**config.mk**
```make
export PLATFORM = sky130hd
export DESIGN_NAME = spram_wmode
export DESIGN_NICKNAME = d
export VERILOG_FILES = /design/src/rtl/spram_pkg.sv /design/src/rtl/spram_store.sv /design/src/rtl/spram_outlatch.sv /design/src/rtl/spram_pipe.sv /design/src/rtl/spram_wmode.sv
export SDC_FILE = /design/constraint.sdc
export NUM_CORES = 2
export LEC_CHECK = 0
export BUFFER_PORTS_ARGS = -buffer_cell sky130_fd_sc_hd__buf_2
export CAP_MARGIN = 10
export CORE_ASPECT_RATIO = 1.5
export CORE_MARGIN = 1
export CORE_UTILIZATION = 35
export DETAILED_ROUTE_END_ITERATION = 8
export PLACE_DENSITY = 0.47
export SLEW_MARGIN = 30
export SYNTH_ARGS = -nofsm -noshare
export SYNTH_HDL_FRONTEND = slang
export SYNTH_SLANG_ARGS = --single-unit
```
**constraint.sdc**
```tcl
create_clock -name clk -period 3.25 [get_ports clk]
set_input_delay 0.4875 -clock clk [delete_from_list [all_inputs] [get_ports clk]]
set_output_delay 0.4875 -clock clk [all_outputs]
set_load 0.005 [all_outputs]
```
**src/rtl/spram_pkg.sv**
```systemverilog
package spram_pkg;
  // Encoding of the same-port write policy parameter
  localparam int POL_WRITE_FIRST = 0;
  localparam int POL_READ_FIRST  = 1;
  localparam int POL_NO_CHANGE   = 2;

  // True when the policy code names a supported behaviour
  function automatic bit policy_ok(input int pol);
    return (pol >= POL_WRITE_FIRST) && (pol <= POL_NO_CHANGE);
  endfunction

  // Address width needed to cover a given word count (minimum 1)
  function automatic int addr_bits(input int depth);
    return (depth > 1) ? $clog2(depth) : 1;
  endfunction
endpackage

```
**src/rtl/spram_store.sv**
```systemverilog
module spram_store #(
  parameter int DATA_W = 16,
  parameter int DEPTH  = 256,
  parameter int ADDR_W = 8
) (
  input  logic              clk,
  input  logic              wr_fire,
  input  logic [ADDR_W-1:0] addr,
  input  logic [DATA_W-1:0] wdata,
  output logic [DATA_W-1:0] old_word
);
  logic [DATA_W-1:0] mem [DEPTH];

  // Word currently held at the address, before any write at this edge
  assign old_word = mem[addr];

  always_ff @(posedge clk) begin
    if (wr_fire) mem[addr] <= wdata;
  end
endmodule

```
**src/rtl/spram_outlatch.sv**
```systemverilog
module spram_outlatch #(
  parameter int DATA_W = 16,
  parameter int POLICY = 0
) (
  input  logic              clk,
  input  logic              rst_n,
  input  logic              rd_fire,
  input  logic              wr_fire,
  input  logic [DATA_W-1:0] old_word,
  input  logic [DATA_W-1:0] wdata,
  output logic [DATA_W-1:0] latch_q
);
  import spram_pkg::*;

  logic [DATA_W-1:0] on_write;
  logic              load;

  // Value presented on a write, chosen by the policy
  always_comb begin
    case (POLICY)
      POL_WRITE_FIRST: on_write = wdata;
      POL_READ_FIRST:  on_write = old_word;
      default:         on_write = latch_q;
    endcase
  end

  assign load = rd_fire | wr_fire;

  always_ff @(posedge clk or negedge rst_n) begin
    if (!rst_n)       latch_q <= '0;
    else if (rd_fire) latch_q <= old_word;
    else if (load)    latch_q <= on_write;
  end
endmodule

```
**src/rtl/spram_pipe.sv**
```systemverilog
module spram_pipe #(
  parameter int DATA_W  = 16,
  parameter bit OUT_REG = 1'b0
) (
  input  logic              clk,
  input  logic              rst_n,
  input  logic              ce,
  input  logic [DATA_W-1:0] din,
  output logic [DATA_W-1:0] dout
);
  logic [DATA_W-1:0] stage_q;

  always_ff @(posedge clk or negedge rst_n) begin
    if (!rst_n)   stage_q <= '0;
    else if (ce)  stage_q <= din;
  end

  // The parameter selects the registered or the direct path
  assign dout = OUT_REG ? stage_q : din;
endmodule

```
**src/rtl/spram_wmode.sv**
```systemverilog
module spram_wmode #(
  parameter int DATA_W       = 16,
  parameter int DEPTH        = 256,
  parameter int WRITE_POLICY = 0,
  parameter bit OUT_REG      = 1'b0,
  localparam int ADDR_W      = spram_pkg::addr_bits(DEPTH)
) (
  input  logic              clk,
  input  logic              rst_n,
  input  logic              en,
  input  logic              we,
  input  logic [ADDR_W-1:0] addr,
  input  logic [DATA_W-1:0] wdata,
  input  logic              oreg_ce,
  output logic [DATA_W-1:0] rdata
);
  // Named internal events, visible to the bound checker
  logic              wr_fire;
  logic              rd_fire;
  logic [DATA_W-1:0] old_word;
  logic [DATA_W-1:0] latch_q;

  assign wr_fire = en & we;
  assign rd_fire = en & ~we;

  spram_store #(
    .DATA_W(DATA_W), .DEPTH(DEPTH), .ADDR_W(ADDR_W)
  ) u_store (
    .clk(clk), .wr_fire(wr_fire), .addr(addr),
    .wdata(wdata), .old_word(old_word)
  );

  spram_outlatch #(
    .DATA_W(DATA_W), .POLICY(WRITE_POLICY)
  ) u_latch (
    .clk(clk), .rst_n(rst_n), .rd_fire(rd_fire), .wr_fire(wr_fire),
    .old_word(old_word), .wdata(wdata), .latch_q(latch_q)
  );

  spram_pipe #(
    .DATA_W(DATA_W), .OUT_REG(OUT_REG)
  ) u_pipe (
    .clk(clk), .rst_n(rst_n), .ce(oreg_ce),
    .din(latch_q), .dout(rdata)
  );

  initial begin
    if (!spram_pkg::policy_ok(WRITE_POLICY))
      $error("spram_wmode: unsupported WRITE_POLICY %0d", WRITE_POLICY);
  end
endmodule

```
Word-level counts from Yosys, hierarchy flattened

Memory sizes are Yosys's and may differ from the RTL's. A register that Yosys moved wholly into a read port is not among the register bits.
Cells that the tools add are included.

Multiplexer cells: 2
Bitwise gates (word level): 4
Reductions and logical operators: 2

Operator list:

| kind              | count |
|---|---|
| $and 1x1->1       | 2 |
| $mux 1            | 2 |
| $reduce_bool 2->1 | 1 |
| $logic_not 1->1   | 1 |
| $not 1->1         | 1 |
| $or 1x1->1        | 1 |

Register bits after elaboration: 0
Memory bits (writable): 4096
Output and inout bits: 16
Word-level logic and storage cells: 9
Memories kept: 1

Memory list:

| memory      | depth | bits a word | rd ports | clocked after Yosys merged registers in | write ports | line              | source |
|---|---|---|---|---|---|---|---|
| u_store.mem | 256   | 16          | 1        | 1                                       | 1           | spram_store.sv:12 | `logic [DATA_W-1:0] mem [DEPTH];` |

Logic depth before layout (Yosys ltp)

Word-level depth: 4
Gate-level depth with buffers: 13
Gate-level depth less buffers: 7

Modules after synthesis

Synthesis repeated with hierarchy kept, for this count alone.

Cells, all modules: 6798
Area total of the unflattened synthesis: 155959.6 sq um

Modules (own cells, without submodules):

| module         | times used | cells each | area each (sq um) |
|---|---|---|---|
| spram_store    | 1          | 6711       | 155078.7 |
| spram_outlatch | 1          | 69         | 744.5 |
| spram_pipe     | 1          | 16         | 120.1 |
| spram_wmode    | 1          | 2          | 16.3 |

Worst setup path after synthesis

OpenSTA, ideal clock, no wires.

Path type: input port to flip-flop
Start: input addr[1]
End: memory u_store.mem[156][0] (enable)
Setup time: 0.409 ns
Data arrival time: 3.121 ns
Path slack: -0.280 ns
Cell stages on the path: 9
Cell sequence: buf_4 > buf_4 > buf_2 > buf_2 > buf_4 > buf_2 > or2_2 > clkbuf_1 > nor3_1

RTL lines:

| item        | line              | source |
|---|---|---|
| from (decl) | spram_wmode.sv:12 | `input logic [ADDR_W-1:0] addr,` |
| to (decl)   | spram_store.sv:12 |  |

Straight into the memory's write port.

==> results.toml <==
[setup_path]
endpoint_kind = "flip-flop"
cp.arrival_ns = 3.99
worstPathMaxFanout = 17
critPathRequiredTime_ns = 4.12
worst_setup_path_start_kind = "primary input"
path_class = "primary input to flip-flop"

[route]
first_pass_iters = 8
num_vias = 79900
via_per_inst = 5.46
wl_per_cell_um = 34.7
drc = 0
wirelength_mm = 508
drtAntennaViolNets = 0
first_iter_violations = 8580

[timing]
worstMarginPinSlew_ns = 1.14
worst_slack_ns = 0.127
fin_crit_ns = 3.12
fmax_mhz = 320
whs_ns = 0.0172
setup_viol = 0
rsz0062_at_grt = "no"
drv_slew = 0
slew_headroom = 0.237
fin_skew_ns = 0.0388
min_period_over_period = 0.961
tns_ns = 0
finalHoldViolations = 0

[placement]
dp_slack_ns = -0.837
dpl-instance-area_um2 = 178000
place_hpwl_mm = 333
place.gp.congestion = 0.888
io_buffers = 43
place_inst = 13900

[power]
switching_share = 0.220
combPwrFrac = 0.061
sequentialPowerShare = 0.529
leakage_nw = 60.7
totalPowerFinal_mw = 110
ir_worst_vdd_v = 0.000433
p_int_mw = 86.1
clock_power_share = 0.410
switchingPower_mw = 24.3
p_per_area_nw_per_um2 = 579

[clock_network]
clockBufferDepth = 4
clk_pin_slew_ns = 0.07
clk_latency_ns = 0.96
cts_resized = 0
cts_tree = "yes"
ctsHtreeMaxLevel = 5
cts_inserted_buffers = 386
cts.sink_count = 4112
cts_setup_buffers = 0
cts_root_buf = "clkbuf_16"

[finish]
fin_util = 0.424
ff_latch_area_um2 = 123000
syn_to_final_growth_pct = 20.4
fin_nets = 8398
nFillCells = 39100
drive_above_1_share = 0.345
final_area_um2 = 191000
fin_cells = 14600
multi_input_area_um2 = 33400

[synth]
syn_avg_cell_area_um2 = 22.0
yosys-top-cells-area = "edfxtp_1 (78%), mux4_2 (13%), mux2i_1 (2.1%)"
synthCells = 7196
yosys_warnings = 0
synth_edf_count = 4096
netlist_area_um2 = 159000
ys_seq_area_frac = 0.778
synth_top_area_frac = 0.776
ys.flop_type = "edfxtp_1"
synth_cell_types = 60
synth_top_area_cell = "edfxtp_1"
synth_fp_nets = 7225
ys_ff_latch = 4112
synthArstFlopShare = 0.00389

[global_route]
grt_antenna_before_repair = 30
grt_pass1_wl_mm = 697
track_usage = 0.222
grt_pass1_vias = 84000
grt_max_degree = 120
grt-ovfl-total = 0

[flow_run]
maxCapViolCount = 0

[outcome]
status = "finished, final reports clean"

[floorplanning]
dieArea_um2 = 456000
dieHeight_um = 826
core_um2 = 451000
ioPinCount = 45
rows = 302
start_util = 0.352
die_w_um = 552

[hold_path]
hold_path_class = "primary input to flip-flop"
-- Yosys cell counts (7+ instances only) --
master	instances
nand2b_1	10
nand3b_1	7
dfrtp_1	16
mux4_2	946
and3_1	12
a221oi_1	20
o22a_1	33
buf_1	24
a31oi_1	33
nand4_1	21
buf_2	90
o21ai_0	86
a32o_1	8
nor3_1	66
a2111oi_0	9
and2_1	8
clkbuf_1	169
a32oi_1	47
a22oi_1	99
a211oi_1	11
buf_4	63
o2111ai_1	16
mux2i_1	330
a21oi_1	114
nor4_1	12
or3_1	8
mux2_2	43
nand2_1	232
nand3_1	48
buf_6	74
o221ai_1	11
o22ai_1	76
a22o_1	23
nor2b_1	16
nor2_1	257
edfxtp_1	4096
-- power groups by stage --
stage          Clock [mW]  Sequential, mW  Combinational (mW)
3_5_place_dp            0            59.6                6.77
2_1_floorplan           0            59.6                2.81
5_1_grt              48.0            58.4                6.97
4_1_cts              46.3            58.4                6.79
6_report             45.3            58.4                6.71
3_3_place_gp            0            59.6                6.70
-- path summary, 6_finish.rpt --
| check | startpoint | to | slack [ns] | depth (start not counted) |
|---|---|---|---|---|
| max | addr[0] | u_latch.latch_q[3] | 0.13 | 11 |
| min reg2reg | u_latch.latch_q[14] | u_latch.latch_q[14] | 0.61 | 2 |
| max in group asynchronous | rst_n | u_latch.latch_q[15] | 2.66 | 2 |
| max reg2reg | u_store.mem[214][1] | u_latch.latch_q[1] | 0.36 | 7 |
| min in group asynchronous | rst_n | u_latch.latch_q[4] | 0.22 | 2 |
| min | wdata[7] | u_store.mem[9][7] | 0.02 | 1 |
-- critical path: stages --
cell,delay [ns]
buf_12,0.30
buf_4,0.40
buf_4,0.29
mux4_2,0.27
o22a_1,0.28
o221ai_1,0.21
nor3_1,0.85
o22ai_1,0.17
buf_4,0.21
a211o_1,0.23
a41oi_1,0.21
-- cell usage in the layout (no fill, tap or decap), drive strengths merged, types with 23 or more instances in the layout --
cell | Yosys | layout
buf | 260 | 1204
clkbuf | 169 | 458
nor2 | 257 | 257
a31oi | 33 | 33
mux2 | 43 | 43
a22oi | 99 | 99
mux2i | 330 | 330
a221oi | 24 | 24
nor3 | 66 | 66
mux4 | 946 | 946
edfxtp | 4096 | 4096
a22o | 23 | 23
nand3 | 48 | 48
o21ai | 90 | 90
o22a | 33 | 33
nand2 | 232 | 232
bufinv | 0 | 37
clkinv | 2 | 183
a32oi | 47 | 47
a21oi | 114 | 114
o22ai | 76 | 76
-- area by class of cell --
| type | instances | share of cell area |
|---|---|---|
| Multi-Input combinational cell | 2651 | 0.175 |
| Tap cell | 5928 | 0.0388 |
| Clock buffer | 458 | 0.0531 |
| Clock inverter | 244 | 0.0117 |
| Antenna cell | 22 | 0.000288 |
| Sequential cell | 4112 | 0.646 |
| Timing Repair Buffer | 1214 | 0.0751 |
| Inverter | 4 | 0.000124 |
-- cells by family after synthesis --
logic type	synth area share
buf+inv	0.0167
simple gates	0.0196
compound gates	0.0272
mux	0.158
flops	0.778
-- routing by layer --
metal | track usage | wire length, µm
met5 | 0 | 13
met4 | 0.0965 | 24900
met3 | 0.0266 | 24900
met2 | 0.398 | 266000
met1 | 0.268 | 192000
-- flip-flops by register name (all words and copies together), names as in the netlist --
name / count
u_latch.latch_q: 16
u_store.mem: 4096
-- repair_timing --
item                                   CTS  global route
hold buffers                             8             2
endpoints found under the hold margin   56            43
setup endpoints to repair                0             0
Note: power is estimated with default switching activity, not from simulation.
